[src/rtl/hdr_parser_pkg.sv]
package hdr_parser_pkg;

  typedef enum logic [3:0] {
    ST_START, ST_ETH, ST_MPLS, ST_IP, ST_IPOPT,
    ST_TCP, ST_TCPOPT, ST_UDP, ST_ACCEPT, ST_REJECT
  } parseState_t;

  typedef enum logic [2:0] {
    SEL_NONE, SEL_ETH, SEL_MPLS, SEL_IP, SEL_TCP, SEL_UDP
  } hdrSel_t;

  localparam int HV_W   = 5;
  localparam int VB_ETH = 0;
  localparam int VB_MPLS = 1;
  localparam int VB_IP  = 2;
  localparam int VB_TCP = 3;
  localparam int VB_UDP = 4;

  localparam logic [5:0] ETH_LAST  = 6'd13;
  localparam logic [5:0] MPLS_LAST = 6'd3;
  localparam logic [5:0] IP_LAST   = 6'd19;
  localparam logic [5:0] TCP_LAST  = 6'd19;
  localparam logic [5:0] UDP_LAST  = 6'd7;

  localparam logic [15:0] TYPE_LABEL = 16'h8847;
  localparam logic [15:0] TYPE_IPV4  = 16'h0800;
  localparam logic [7:0]  PROTO_TCP  = 8'd6;
  localparam logic [7:0]  PROTO_UDP  = 8'd17;

  typedef struct packed {
    logic            beat;
    logic            first;
    hdrSel_t         sel;
    logic [5:0]      idx;
    logic [HV_W-1:0] setValid;
    logic            done;
    logic            accept;
  } ctlStrobe_t;

endpackage

[src/rtl/hp_ctrl.sv]
module hp_ctrl
  import hdr_parser_pkg::*;
(
  input  logic       clk,
  input  logic       rstN,
  input  logic       inValid,
  input  logic       inLast,
  input  logic [7:0] inData,
  input  logic [7:0] ethTypeHi,
  input  logic       mplsBos,
  input  logic [3:0] ipIhl,
  input  logic [7:0] ipProto,
  input  logic [3:0] tcpDataOff,
  output ctlStrobe_t strobe
);

  parseState_t state, stateN, effState;
  logic [5:0]  cnt, cntN, effCnt;
  logic [5:0]  skipLast, skipLastN;
  logic        inPacket;
  logic        inHeader;

  function automatic parseState_t protoNext(input logic [7:0] p);
    if (p == PROTO_TCP)      return ST_TCP;
    else if (p == PROTO_UDP) return ST_UDP;
    else                     return ST_ACCEPT;
  endfunction

  always_comb begin
    effState = inPacket ? state : ST_ETH;
    effCnt   = inPacket ? cnt : 6'd0;
    inHeader = (effState != ST_ACCEPT) && (effState != ST_REJECT) && (effState != ST_START);
    stateN    = state;
    cntN      = cnt;
    skipLastN = skipLast;
    strobe    = '0;
    if (inValid) begin
      strobe.beat  = 1'b1;
      strobe.first = !inPacket;
      strobe.idx   = effCnt;
      stateN       = effState;
      cntN         = effCnt + 6'd1;
      unique case (effState)
        ST_ETH: begin
          strobe.sel = SEL_ETH;
          if (effCnt == ETH_LAST) begin
            strobe.setValid[VB_ETH] = 1'b1;
            cntN = '0;
            if ({ethTypeHi, inData} == TYPE_LABEL)     stateN = ST_MPLS;
            else if ({ethTypeHi, inData} == TYPE_IPV4) stateN = ST_IP;
            else                                       stateN = ST_REJECT;
          end
        end
        ST_MPLS: begin
          strobe.sel = SEL_MPLS;
          if (effCnt == MPLS_LAST) begin
            strobe.setValid[VB_MPLS] = 1'b1;
            stateN = mplsBos ? ST_ACCEPT : ST_REJECT;
          end
        end
        ST_IP: begin
          strobe.sel = SEL_IP;
          if (effCnt == IP_LAST) begin
            cntN = '0;
            if (ipIhl < 4'd5) stateN = ST_REJECT;
            else if (ipIhl == 4'd5) begin
              strobe.setValid[VB_IP] = 1'b1;
              stateN = protoNext(ipProto);
            end else begin
              stateN    = ST_IPOPT;
              skipLastN = {ipIhl - 4'd6, 2'b11};
            end
          end
        end
        ST_IPOPT: begin
          if (effCnt == skipLast) begin
            strobe.setValid[VB_IP] = 1'b1;
            cntN   = '0;
            stateN = protoNext(ipProto);
          end
        end
        ST_TCP: begin
          strobe.sel = SEL_TCP;
          if (effCnt == TCP_LAST) begin
            cntN = '0;
            if (tcpDataOff < 4'd5) stateN = ST_REJECT;
            else if (tcpDataOff == 4'd5) begin
              strobe.setValid[VB_TCP] = 1'b1;
              stateN = ST_ACCEPT;
            end else begin
              stateN    = ST_TCPOPT;
              skipLastN = {tcpDataOff - 4'd6, 2'b11};
            end
          end
        end
        ST_TCPOPT: begin
          if (effCnt == skipLast) begin
            strobe.setValid[VB_TCP] = 1'b1;
            stateN = ST_ACCEPT;
          end
        end
        ST_UDP: begin
          strobe.sel = SEL_UDP;
          if (effCnt == UDP_LAST) begin
            strobe.setValid[VB_UDP] = 1'b1;
            stateN = ST_ACCEPT;
          end
        end
        default: cntN = cnt;
      endcase
      if (inHeader) begin
        if (stateN == ST_ACCEPT || stateN == ST_REJECT) begin
          strobe.done   = 1'b1;
          strobe.accept = (stateN == ST_ACCEPT);
        end else if (inLast) begin
          stateN        = ST_REJECT;
          strobe.done   = 1'b1;
          strobe.accept = 1'b0;
        end
      end
    end
  end

  always_ff @(posedge clk) begin
    if (!rstN) begin
      state    <= ST_START;
      cnt      <= '0;
      skipLast <= '0;
      inPacket <= 1'b0;
    end else begin
      state    <= stateN;
      cnt      <= cntN;
      skipLast <= skipLastN;
      if (inValid) inPacket <= !inLast;
    end
  end

endmodule

[src/rtl/hp_datapath.sv]
module hp_datapath
  import hdr_parser_pkg::*;
#(
  parameter int POS_W = 16
) (
  input  logic             clk,
  input  logic             rstN,
  input  ctlStrobe_t       strobe,
  input  logic [7:0]       inData,
  output logic             done,
  output logic             accept,
  output logic [POS_W-1:0] payloadOffset,
  output logic [HV_W-1:0]  hdrValid,
  output logic [47:0]      ethDst,
  output logic [47:0]      ethSrc,
  output logic [15:0]      ethType,
  output logic [19:0]      mplsLabel,
  output logic             mplsBos,
  output logic [3:0]       ipIhl,
  output logic [7:0]       ipProto,
  output logic [31:0]      ipSrc,
  output logic [31:0]      ipDst,
  output logic [15:0]      tcpSrcPort,
  output logic [15:0]      tcpDstPort,
  output logic [3:0]       tcpDataOff,
  output logic [15:0]      udpSrcPort,
  output logic [15:0]      udpDstPort,
  output logic [15:0]      udpLen
);

  logic [POS_W-1:0] pos, curIdx;
  logic [5:0]       i;

  assign curIdx = strobe.first ? '0 : pos;
  assign i      = strobe.idx;

  always_ff @(posedge clk) begin
    if (!rstN) begin
      pos           <= '0;
      done          <= 1'b0;
      accept        <= 1'b0;
      payloadOffset <= '0;
      hdrValid      <= '0;
    end else begin
      done <= strobe.done;
      if (strobe.beat) begin
        pos      <= curIdx + 1'b1;
        hdrValid <= (strobe.first ? '0 : hdrValid) | strobe.setValid;
      end
      if (strobe.done) begin
        accept        <= strobe.accept;
        payloadOffset <= strobe.accept ? curIdx + 1'b1 : '0;
      end
    end
  end

  always_ff @(posedge clk) begin
    if (strobe.beat) begin
      unique case (strobe.sel)
        SEL_ETH: begin
          if (i < 6'd6)       ethDst  <= {ethDst[39:0], inData};
          else if (i < 6'd12) ethSrc  <= {ethSrc[39:0], inData};
          else                ethType <= {ethType[7:0], inData};
        end
        SEL_MPLS: begin
          if (i == 6'd0)      mplsLabel[19:12] <= inData;
          else if (i == 6'd1) mplsLabel[11:4]  <= inData;
          else if (i == 6'd2) begin
            mplsLabel[3:0] <= inData[7:4];
            mplsBos        <= inData[0];
          end
        end
        SEL_IP: begin
          if (i == 6'd0)      ipIhl   <= inData[3:0];
          else if (i == 6'd9) ipProto <= inData;
          else if (i >= 6'd12 && i < 6'd16) ipSrc <= {ipSrc[23:0], inData};
          else if (i >= 6'd16) ipDst <= {ipDst[23:0], inData};
        end
        SEL_TCP: begin
          if (i < 6'd2)        tcpSrcPort <= {tcpSrcPort[7:0], inData};
          else if (i < 6'd4)   tcpDstPort <= {tcpDstPort[7:0], inData};
          else if (i == 6'd12) tcpDataOff <= inData[7:4];
        end
        SEL_UDP: begin
          if (i < 6'd2)      udpSrcPort <= {udpSrcPort[7:0], inData};
          else if (i < 6'd4) udpDstPort <= {udpDstPort[7:0], inData};
          else if (i < 6'd6) udpLen     <= {udpLen[7:0], inData};
        end
        default: ;
      endcase
    end
  end

endmodule

[src/rtl/hdr_parser.sv]
module hdr_parser
  import hdr_parser_pkg::*;
#(
  parameter int POS_W = 16
) (
  input  logic             clk,
  input  logic             rstN,
  input  logic             inValid,
  input  logic [7:0]       inData,
  input  logic             inLast,
  output logic             done,
  output logic             accept,
  output logic [POS_W-1:0] payloadOffset,
  output logic [4:0]       hdrValid,
  output logic [47:0]      ethDst,
  output logic [47:0]      ethSrc,
  output logic [15:0]      ethType,
  output logic [19:0]      mplsLabel,
  output logic             mplsBos,
  output logic [3:0]       ipIhl,
  output logic [7:0]       ipProto,
  output logic [31:0]      ipSrc,
  output logic [31:0]      ipDst,
  output logic [15:0]      tcpSrcPort,
  output logic [15:0]      tcpDstPort,
  output logic [3:0]       tcpDataOff,
  output logic [15:0]      udpSrcPort,
  output logic [15:0]      udpDstPort,
  output logic [15:0]      udpLen
);

  ctlStrobe_t strobe;

  hp_ctrl u_ctrl (
    .clk(clk), .rstN(rstN), .inValid(inValid), .inLast(inLast), .inData(inData),
    .ethTypeHi(ethType[7:0]), .mplsBos(mplsBos), .ipIhl(ipIhl), .ipProto(ipProto),
    .tcpDataOff(tcpDataOff), .strobe(strobe)
  );

  hp_datapath #(.POS_W(POS_W)) u_dp (
    .clk(clk), .rstN(rstN), .strobe(strobe), .inData(inData),
    .done(done), .accept(accept), .payloadOffset(payloadOffset), .hdrValid(hdrValid),
    .ethDst(ethDst), .ethSrc(ethSrc), .ethType(ethType),
    .mplsLabel(mplsLabel), .mplsBos(mplsBos),
    .ipIhl(ipIhl), .ipProto(ipProto), .ipSrc(ipSrc), .ipDst(ipDst),
    .tcpSrcPort(tcpSrcPort), .tcpDstPort(tcpDstPort), .tcpDataOff(tcpDataOff),
    .udpSrcPort(udpSrcPort), .udpDstPort(udpDstPort), .udpLen(udpLen)
  );

endmodule

[config.mk]
export PLATFORM = sky130hd
export DESIGN_NAME = hdr_parser
export DESIGN_NICKNAME = d
export VERILOG_FILES = /design/src/rtl/hdr_parser_pkg.sv /design/src/rtl/hp_ctrl.sv /design/src/rtl/hp_datapath.sv /design/src/rtl/hdr_parser.sv
export SDC_FILE = /design/constraint.sdc
export NUM_CORES = 1
export LEC_CHECK = 0
export CAP_MARGIN = 10
export CORE_MARGIN = 2
export CORE_UTILIZATION = 44
export DETAILED_ROUTE_END_ITERATION = 7
export HOLD_SLACK_MARGIN = 0.05
export PLACE_DENSITY = 0.75
export SYNTH_ARGS = -nofsm -noshare
export SYNTH_HDL_FRONTEND = slang
export SYNTH_SLANG_ARGS = --single-unit
[constraint.sdc]
create_clock -name clk -period 7.6 [get_ports clk]
set_clock_uncertainty 0.2 [all_clocks]
set_input_delay 1.52 -clock clk [delete_from_list [all_inputs] [get_ports clk]]
set_output_delay 1.52 -clock clk [all_outputs]
set_load 0.05 [all_outputs]
==> metrics.cfg, run 1 <==
[status]
status=completed

[sta]
worstMarginPinSlew_ns=1.01
hold_violations=0
timing.slew.headroom=0.323
fin_tns_setup_ns=0
rsz0062_at_grt=false
slew_viol_final=0
setup_viol=0
period_minus_slack_ns=4.69
post-route-period-util=0.617
fmax_mhz=213

[global_routing]
grt_pass1_wl_mm=49.7
grt_use_total=0.219
antenna_found_initial=0
gr-total-overflow=0
grt_max_degree=49
grt_pass1_vias=7702

[critical_path]
end_kind=register
path_class=input pin to register
cp_top_family=simple AND/OR/NAND/NOR gates
critPathMaxFanout=41
worst_r2r_endpoint=u_dp.payloadOffset[8]
rr_startpoint=u_ctrl.inPacket
startpoint_type=input pin
slowest_delay_ns=0.71
crit_slowest_cell=nand2b_1
crit_chain=clkdlybuf4s50_1 -> buf_4 -> nand2b_1 -> and2_1 -> ha_1 -> nand4_1 -> or4_1 -> o211a_1 -> nor2_1 -> o21ai_0
critical_path_required_ns=7.78
worstRegToRegCells=10
worstPathArrival_ns=4.87
critPathBufInv=2
rrSetupSlack_ns=3.32

[clock_network]
cts_tree=built
numCtsBuffers=35
post-cts-setup-buffers=0
clockBufferDepth=3
h-tree-depth=2
postCtsResizedCells=0
insertion_delay_ns=0.52
cts-root-buf=clkbuf_16
cts_hold_buf=0
clkTransAtPathRegs_ns=0.06
clock_sinks=348

[placed_design]
placed_cells=1466
placed_area_um2=16300
hpwl_mm=23.4
gp_congestion=0.922
portBuffers=327

[cells_and_area]
layout.cells.non_filler=1529
final_area_um2=17400
area_growth_pct=39.0
nets=1141
fill_cells=2048
antenna_cells=0
drive_gt1_frac=0.0930

[logic_synthesis]
ys_seq_area_frac=0.790
synth_area_um2=12500
synth_compound_area_frac=0.0752
synth-simple-area-share=0.0946
synthTopCellsByArea=edfxtp_1 70%, dfxtp_1 8.8%, nand2_1 2.2%
synth_edf_count=293
synth_mux_area_frac=0.00748
netlist_instances=782
syn_nets=798
synth_cell_types=74
synth_most_common_cell=edfxtp_1
syn_avg_cell_area_um2=16.0
synth.largest_area_cell=edfxtp_1
synth_top_family_by_area=simple AND/OR/NAND/NOR gates
post_synth_most_frequent_cells=293 x edfxtp_1, 73 x nand2_1, 55 x dfxtp_1, 54 x nor2_1, 23 x clkbuf_1
synth_top_area_frac=0.702
async_reset_ff_frac=0
synth-xor-area-share=0.0105
yosys_warnings=0
synthFlopType=edfxtp_1
synthAdderAreaFrac=0.00399
synth-seq-cells=348

[min_path]
hold_path_depth=0
hold_class=register to register
min_from=u_dp.ipSrc[3]
hold_end=u_dp.ipSrc[11]

[floorplan]
row_count=61
io_pins=328
initial_core_util=0.449
die_area_um2=29900
coreArea_um2=27900
dieWidth_um=173
die_h_um=173

[routing]
routed_wirelength_mm=33.8
num_vias=8165
viasPerCell=5.34
drt_iter0_drc=732
wl_per_cell_um=22.1
remaining_drc_errors=0
drtAntennaViolNets=0
drt-pass1-iter-count=7

[power]
p_leak_uw=0.00580
p_total_uw=3990
ir_drop_mv=0.144
cellPowerDensity_nw_per_um2=229

[job]
max_cap_violations=0

[where the power goes]
group | switching, uW | internal [uW] | total, uW
Clock | 711 | 1000 | 1710
Combinational | 131 | 49.7 | 181
Sequential | 15.6 | 2080 | 2090
[worst reg2reg max path, stage by stage (launching register included)]
cell      delay [ns]
dfxtp_1         0.49
buf_4           0.43
nand2_1         0.20
inv_1           0.16
ha_1            0.39
and4bb_2        0.33
and3_1          0.26
nand2_1         0.22
o21ai_1         0.44
o31a_1          0.81
o22ai_2         0.18
[logic make-up after synthesis]
| kind of cell | count (synthesis) |
|---|---|
| buf+inv | 52 |
| flops | 348 |
| simple gates | 232 |
| mux | 9 |
| fa+ha+maj | 4 |
| compound gates | 122 |
| xor+xnor | 15 |
[layout make-up]
cell class	instances	area, um^2	area share
Sequential cell	348	9900	0.568
Timing Repair Buffer	344	3400	0.195
Multi-Input combinational cell	382	2460	0.141
Clock buffer	50	973	0.0559
Tap cell	378	473	0.0271
Clock inverter	13	168	0.00962
Inverter	14	52.6	0.00302
[worst max-delay path by stage]
stage	startpoint	to	slack, ns	depth (start not counted)
after floorplan	inValid	u_dp.ethSrc[0]	0.09	4
after global placement	inValid	u_dp.payloadOffset[14]	2.50	10
after detailed placement	inValid	u_dp.pos[14]	2.41	10
after CTS	inValid	u_dp.pos[14]	2.95	10
after global routing	inValid	u_dp.pos[14]	2.60	10
final	inValid	u_dp.pos[14]	2.91	10
[per-stage QoR]
| stage | hold WS [ns] | setup WS, ns | utilization |
|---|---|---|---|
| detailed placement | 0.232 | 2.41 | 0.583 |
| finish | 0.234 | 2.91 | 0.624 |
| floorplan | 0.252 | 0.0907 | - |
| global route | 0.249 | 2.60 | 0.624 |
| global placement | 0.229 | 2.50 | 0.583 |
| CTS | 0.235 | 2.95 | 0.624 |
[state kept, by name, summed over array words and instances (netlist names), 4 cells and up]
name                count
u_dp.ethDst            48
u_dp.ethSrc            48
u_dp.ipDst             32
u_dp.ipSrc             32
u_dp.mplsLabel         20
u_dp.ethType           16
u_dp.payloadOffset     16
u_dp.pos               16
u_dp.tcpDstPort        16
u_dp.tcpSrcPort        16
u_dp.udpDstPort        16
u_dp.udpLen            16
u_dp.udpSrcPort        16
u_dp.ipProto            8
u_ctrl.cnt              6
u_ctrl.skipLast         5
u_dp.hdrValid           5
u_ctrl.state            4
u_dp.ipIhl              4
u_dp.tcpDataOff         4
[layout by cell type (no fill, tap or decap), drive strengths merged, types with 5 or more instances in the layout]
cell type | netlist | layout
nand3 | 20 | 20
nand2b | 5 | 5
a31oi | 7 | 7
a32oi | 10 | 10
o22ai | 19 | 19
mux2i | 6 | 6
and2 | 8 | 8
dfxtp | 55 | 55
and3 | 7 | 7
nor4 | 11 | 11
xor2 | 11 | 11
o21ai | 21 | 21
clkdlybuf4s50 | 0 | 327
a21oi | 17 | 17
nor3 | 13 | 13
clkbuf | 23 | 50
edfxtp | 293 | 293
inv | 13 | 15
nand4 | 9 | 9
or3 | 5 | 5
a211oi | 7 | 7
nor2b | 5 | 5
buf | 15 | 17
clkinv | 1 | 7
nand2 | 73 | 73
nor2 | 54 | 54
[layer usage]
metal | up-vias | GRT usage | wire length (um) | share of wire
met5 | - | 0 | 0 | 0
met4 | 0 | 0.0773 | 1140 | 0.034
met3 | 64 | 0.0460 | 2370 | 0.070
met2 | 382 | 0.399 | 17900 | 0.53
met1 | 4025 | 0.256 | 12400 | 0.37
li1 | 3694 | - | - | -
(Power assumes the default switching activity.)
==> run 2: changes to the inputs <==
==> constraint.sdc (replaced) <==
create_clock -name clk -period 3.85 [get_ports clk]
set_clock_uncertainty 0.2 [all_clocks]
set_input_delay 0.77 -clock clk [delete_from_list [all_inputs] [get_ports clk]]
set_output_delay 0.77 -clock clk [all_outputs]
set_load 0.05 [all_outputs]
==> run 2 against run 1 <==
Effect of this change: total power grew 95%; cell area grew 1.2%; register-to-register slack lost 2.8 ns; via count grew 1.0%; combinational power grew 110%; global-route usage grew 1.1 points; critical path type is now register to register; critical endpoint is now u_dp.payloadOffset[4].
==> metrics.cfg, run 2 (same netlist as run 1, synthesis figures left out) <==
[power]
ir_drop_mv=0.322  ; +120%
p_leak_uw=0.00593  ; +2.3%
cellPowerDensity_nw_per_um2=441  ; +93%

[min_path]
hold_path_depth=0  ; unchanged
hold_class=register to register

[clock_network]
clock_sinks=348  ; unchanged
clockBufferDepth=3  ; unchanged
insertion_delay_ns=0.52  ; about the same
cts_hold_buf=0  ; unchanged
post-cts-setup-buffers=0  ; unchanged
postCtsResizedCells=0  ; unchanged
cts_tree=built
cts-root-buf=clkbuf_16
numCtsBuffers=36  ; +2.9%
h-tree-depth=2  ; unchanged
clkTransAtPathRegs_ns=0.06  ; about the same

[cells_and_area]
area_growth_pct=40.7
final_cell_mix=327 x clkdlybuf4s50_1, 293 x edfxtp_1, 73 x nand2_1
layout_commonest_cell=clkdlybuf4s50_1
multi_input_area_um2=2460  ; +0.15%
drive_gt1_frac=0.113  ; +0.0198
reg_top3=u_dp.ethDst x48, u_dp.ethSrc x48
fill_cells=2037  ; -0.54%
nets=1168  ; +2.4%
fin_util=0.631  ; +0.00748
regArea_um2=9900  ; unchanged

[critical_path]
end_kind=register
critical_path_required_ns=4.04  ; -3.74 ns
worstRegToRegCells=10  ; unchanged
startpoint_type=register
path_class=register to register
rrSetupSlack_ns=0.56  ; -2.76 ns
worstPathArrival_ns=3.47  ; -1.40 ns
critPathMaxFanout=10  ; -76%

[placed_design]
dp_slack_ns=0.339  ; -2.07 ns
gp_congestion=0.962  ; +4.4%
hpwl_mm=25.1  ; +7.2%
portBuffers=327  ; unchanged

[job]
max_cap_violations=0  ; unchanged

[global_routing]
antenna_found_initial=1  ; +1
grt_pass1_wl_mm=52.1  ; +4.8%
grt.met3_usage=0.0543  ; +0.00836
grt.met2_usage=0.412  ; +0.0133
grtUsageMet1=0.275  ; +0.0196
grt_pass1_vias=8048  ; +4.5%
grt_use_total=0.230  ; +0.0111
grt_max_degree=49  ; unchanged
busiest_layer=met2
gr-total-overflow=0  ; unchanged

[floorplan]
die_area_um2=29900  ; unchanged
coreArea_um2=27900  ; unchanged
row_count=61  ; unchanged
dieWidth_um=173  ; unchanged
die_h_um=173  ; unchanged
io_pins=328  ; unchanged
initial_core_util=0.449  ; unchanged

[sta]
worst_slack_ns=0.564  ; -2.35 ns
fmax_mhz=304
rsz0062_at_grt=false
hold_violations=0  ; unchanged
slew_viol_final=0  ; unchanged
setup_viol=0  ; unchanged
period_minus_slack_ns=3.29
timing.slew.headroom=0.401  ; +0.0782
post-route-period-util=0.854
worstMarginPinSlew_ns=0.887  ; -0.120 ns
holdWs_ns=0.242  ; +0.00761 ns
fin_tns_setup_ns=0  ; unchanged

[routing]
viasPerCell=5.29  ; -0.85%
drt-pass1-iter-count=5  ; -2
num_vias=8249  ; +1.0%
wl_per_cell_um=22.6  ; +2.1%
drt_iter0_drc=825  ; +13%
routed_wirelength_mm=35.1  ; +4.0%
drtAntennaViolNets=0  ; unchanged
remaining_drc_errors=0  ; unchanged

[status]
status=completed

-- run 2: cell count changes in the layout (fill, tap and decap cells not counted), sizes merged --
cell	before	now
clkinv	7	19
buf	17	43
clkbuf	50	42
diode	0	1
bufinv	3	2
clkinvlp	2	1
-- run 2: through the flow --
| stage | total power (uW) | instances | instance area (um^2) |
|---|---|---|---|
| after global placement | 4590 | 1492 | 16500 |
| after global routing | 8010 | 1558 | 17600 |
| after CTS | 7840 | 1557 | 17600 |
| final | 7780 | 1558 | 17600 |
| after floorplan | 4430 | 782 | 12600 |
| after detailed placement | 4590 | 1492 | 16500 |
-- run 2: final timing paths --
check	to	startpoint
setup reg to reg	u_dp.payloadOffset[4]	u_ctrl.cnt[1]
hold / removal	u_dp.udpSrcPort[14]	u_dp.udpSrcPort[6]
setup / recovery	u_dp.payloadOffset[4]	u_ctrl.cnt[1]
hold reg to reg	u_dp.udpSrcPort[14]	u_dp.udpSrcPort[6]
-- run 2: layout make-up --
| type | instances | share of cell area |
|---|---|---|
| Clock inverter | 23 | 0.00993 |
| Inverter | 14 | 0.00298 |
| Tap cell | 378 | 0.0268 |
| Multi-Input combinational cell | 382 | 0.140 |
| Antenna cell | 1 | 0.000142 |
| Timing Repair Buffer | 370 | 0.207 |
| Clock buffer | 42 | 0.0524 |
| Sequential cell | 348 | 0.561 |
-- run 2: power breakdown --
group / leakage, uW / internal, uW / switching (uW)
Sequential: 0.00311 / 4100 / 30.1
Clock: 0.000540 / 1860 / 1400
Combinational: 0.00228 / 110 / 270
Total: 0.00593 / 6080 / 1700
-- run 2: routing by layer --
layer,part of all wire,wire length [um],up-vias
li1,-,-,3740
met3,0.073,2570,64
met4,0.029,1030,0
met1,0.37,13100,4092
met2,0.53,18500,353
met5,0,0,-
-- run 2: worst max-delay path, cell delays in order, from the launching register on --
cell	delay [ns]
dfxtp_1	0.57
nand2_1	0.17
inv_1	0.18
ha_1	0.22
and4bb_2	0.29
and3_1	0.27
nand2_1	0.26
o21ai_1	0.44
o31a_1	0.24
buf_4	0.20
o22ai_2	0.10
==> run 3: changes to the inputs <==
--- a/config.mk
+++ b/config.mk
@@ -5,12 +5,14 @@
 export SDC_FILE = /design/constraint.sdc
 export NUM_CORES = 1
 export LEC_CHECK = 0
+export ABC_CLOCK_PERIOD_IN_PS = 3850
 export CAP_MARGIN = 10
 export CORE_MARGIN = 2
 export CORE_UTILIZATION = 44
+export CTS_CLUSTER_DIAMETER = 120
 export DETAILED_ROUTE_END_ITERATION = 7
 export HOLD_SLACK_MARGIN = 0.05
-export PLACE_DENSITY = 0.75
+export PLACE_DENSITY = 0.76
 export SYNTH_ARGS = -nofsm -noshare
 export SYNTH_HDL_FRONTEND = slang
 export SYNTH_SLANG_ARGS = --single-unit
==> run 3 against run 2 <==
Effect of this change: critical path type unchanged; cell area is essentially flat; fmax grew 1.2%; combinational power is essentially flat; critical endpoint is now u_dp.payloadOffset[12].
==> metrics.cfg, run 3 (same netlist as run 1, synthesis figures left out) <==
[status]
status=completed

[power]
power.internal_uw=6090  ; +0.23%
p_switching_uw=1640  ; -3.8%
seq_power_share=0.535  ; +0.004
ir_drop_mv=0.229  ; -29%
combPwrFrac=0.049  ; about the same
p_leak_uw=0.00592  ; -0.24%
cellPowerDensity_nw_per_um2=439  ; -0.59%
clock_power_share=0.416  ; -0.004
switching_share=0.212  ; -0.00691

[cells_and_area]
final_cell_mix=327 x clkdlybuf4s50_1, 293 x edfxtp_1, 73 x nand2_1
drive_gt1_frac=0.107  ; -0.00624
reg_top3=u_dp.ethDst x48, u_dp.ethSrc x48
nets=1165  ; -0.26%
layout_commonest_cell=clkdlybuf4s50_1
area_growth_pct=40.6  ; about the same
regArea_um2=9900  ; unchanged
multi_input_area_um2=2470  ; +0.20%
antenna_cells=0  ; -1
fill_cells=2045  ; +0.39%

[critical_path]
crit_slowest_cell=dfxtp_1
worstPathArrival_ns=3.42  ; -0.05 ns
path_class=register to register
slowest_delay_ns=0.54  ; -0.03 ns
crit_top_cell=nand2_1
startpoint_type=register
crit_chain=nand2_1 -> inv_1 -> ha_1 -> and4bb_2 -> and3_1 -> nand2_1 -> o21ai_1 -> o31a_1 -> buf_4 -> o22ai_2
critPathMaxFanout=17  ; +7
critical_path_required_ns=4.02  ; -0.02 ns
end_kind=register

[placed_design]
portBuffers=327  ; unchanged
gp_congestion=0.939  ; -2.3%
dp_slack_ns=0.259  ; -0.0806 ns
hpwl_mm=25.4  ; +1.6%

[clock_network]
postCtsResizedCells=0  ; unchanged
h-tree-depth=2  ; unchanged
clock_sinks=348  ; unchanged
insertion_delay_ns=0.51  ; about the same
clkTransAtPathRegs_ns=0.06  ; about the same
cts_hold_buf=0  ; unchanged
cts_tree=built
clockBufferDepth=3  ; unchanged
numCtsBuffers=36  ; unchanged
cts-root-buf=clkbuf_16
post-cts-setup-buffers=0  ; unchanged

[min_path]
hold_class=register to register

[routing]
drt_iter0_drc=706  ; -14%
num_vias=8239  ; -0.12%
drtAntennaViolNets=0  ; unchanged
routed_wirelength_mm=35.3  ; +0.41%
wl_per_cell_um=22.8  ; +0.86%
remaining_drc_errors=0  ; unchanged
drt-pass1-iter-count=7  ; +2
viasPerCell=5.31  ; +0.33%

[sta]
period_minus_slack_ns=3.25  ; -0.0382 ns
fmax_mhz=308  ; +1.2%
slew_viol_final=0  ; unchanged
setup_viol=0  ; unchanged
hold_violations=0  ; unchanged
worst_slack_ns=0.602  ; +0.0382 ns
post-route-period-util=0.844  ; -0.00992
fin_tns_setup_ns=0  ; unchanged
worstMarginPinSlew_ns=0.985  ; +0.0983 ns
timing.slew.headroom=0.337  ; -0.0644
rsz0062_at_grt=false

[global_routing]
grt_pass1_wl_mm=52.0  ; -0.19%
gr-total-overflow=0  ; unchanged
grt_max_degree=49  ; unchanged
grt_use_total=0.229  ; -0.00137
grt_pass1_vias=8037  ; -0.14%
antenna_found_initial=0  ; -1

[floorplan]
die_area_um2=29900  ; unchanged
io_pins=328  ; unchanged
die_h_um=173  ; unchanged
coreArea_um2=27900  ; unchanged
initial_core_util=0.449  ; unchanged
dieWidth_um=173  ; unchanged
row_count=61  ; unchanged

[job]
max_cap_violations=0  ; unchanged

[run 3: cell count changes in the layout (fill, tap and decap cells not counted), moves of 2 or more]
cell and change:
buf_4 -5, clkinv_1 -2, buf_12 +2, clkinv_2 -4, clkbuf_1 +4
[run 3: final cells by class]
class,count,area share
sequential,348,0.562
timing repair buffer,367,0.207
multi-input combinational,382,0.140
clock buffer,47,0.0540
tap,378,0.0268
clock inverter,15,0.00745
inverter,14,0.00298
[run 3: final timing paths]
| path | startpoint | endpoint | slack (ns) | cells after the start |
|---|---|---|---|---|
| min reg2reg | u_dp.tcpDstPort[7] | u_dp.tcpDstPort[15] | 0.24 | 0 |
| max reg2reg | u_ctrl.inPacket | u_dp.payloadOffset[12] | 0.60 | 10 |
| max | u_ctrl.inPacket | u_dp.payloadOffset[12] | 0.60 | 10 |
| min | u_dp.tcpDstPort[7] | u_dp.tcpDstPort[15] | 0.24 | 0 |
[run 3: critical path, delay by kind of cell (launching register included)]
family	cells	cell delay, ns
DFF	1	0.54
adders and majority gates	1	0.19
buffers and inverters	2	0.46
AOI/OAI and AO/OA	3	0.81
and+or+nand+nor	4	0.89
[run 3: through the flow]
step | instances | total power (uW) | utilization | area (um^2) | hold slack, ns
after detailed placement | 1489 | 4590 | 0.592 | 16500 | 0.230
after floorplan | 782 | 4430 | - | 12600 | 0.252
after global routing | 1551 | 7970 | 0.631 | 17600 | 0.243
after CTS | 1551 | 7800 | 0.631 | 17600 | 0.232
final | 1551 | 7730 | 0.631 | 17600 | 0.238
after global placement | 1489 | 4590 | 0.592 | 16500 | 0.229
[run 3: power groups by stage]
stage	registers, uW	clock network (uW)	logic [uW]
6_report	4130	3220	381
5_1_grt	4140	3430	399
4_1_cts	4130	3290	381
3_5_place_dp	4210	0	380
3_3_place_gp	4210	0	378
2_1_floorplan	4330	0	100
[run 3: metal layers]
metal	track usage	routed length [um]
met4	0.0706	1020
met5	0	0
met3	0.0431	2010
met2	0.414	18700
met1	0.277	13600
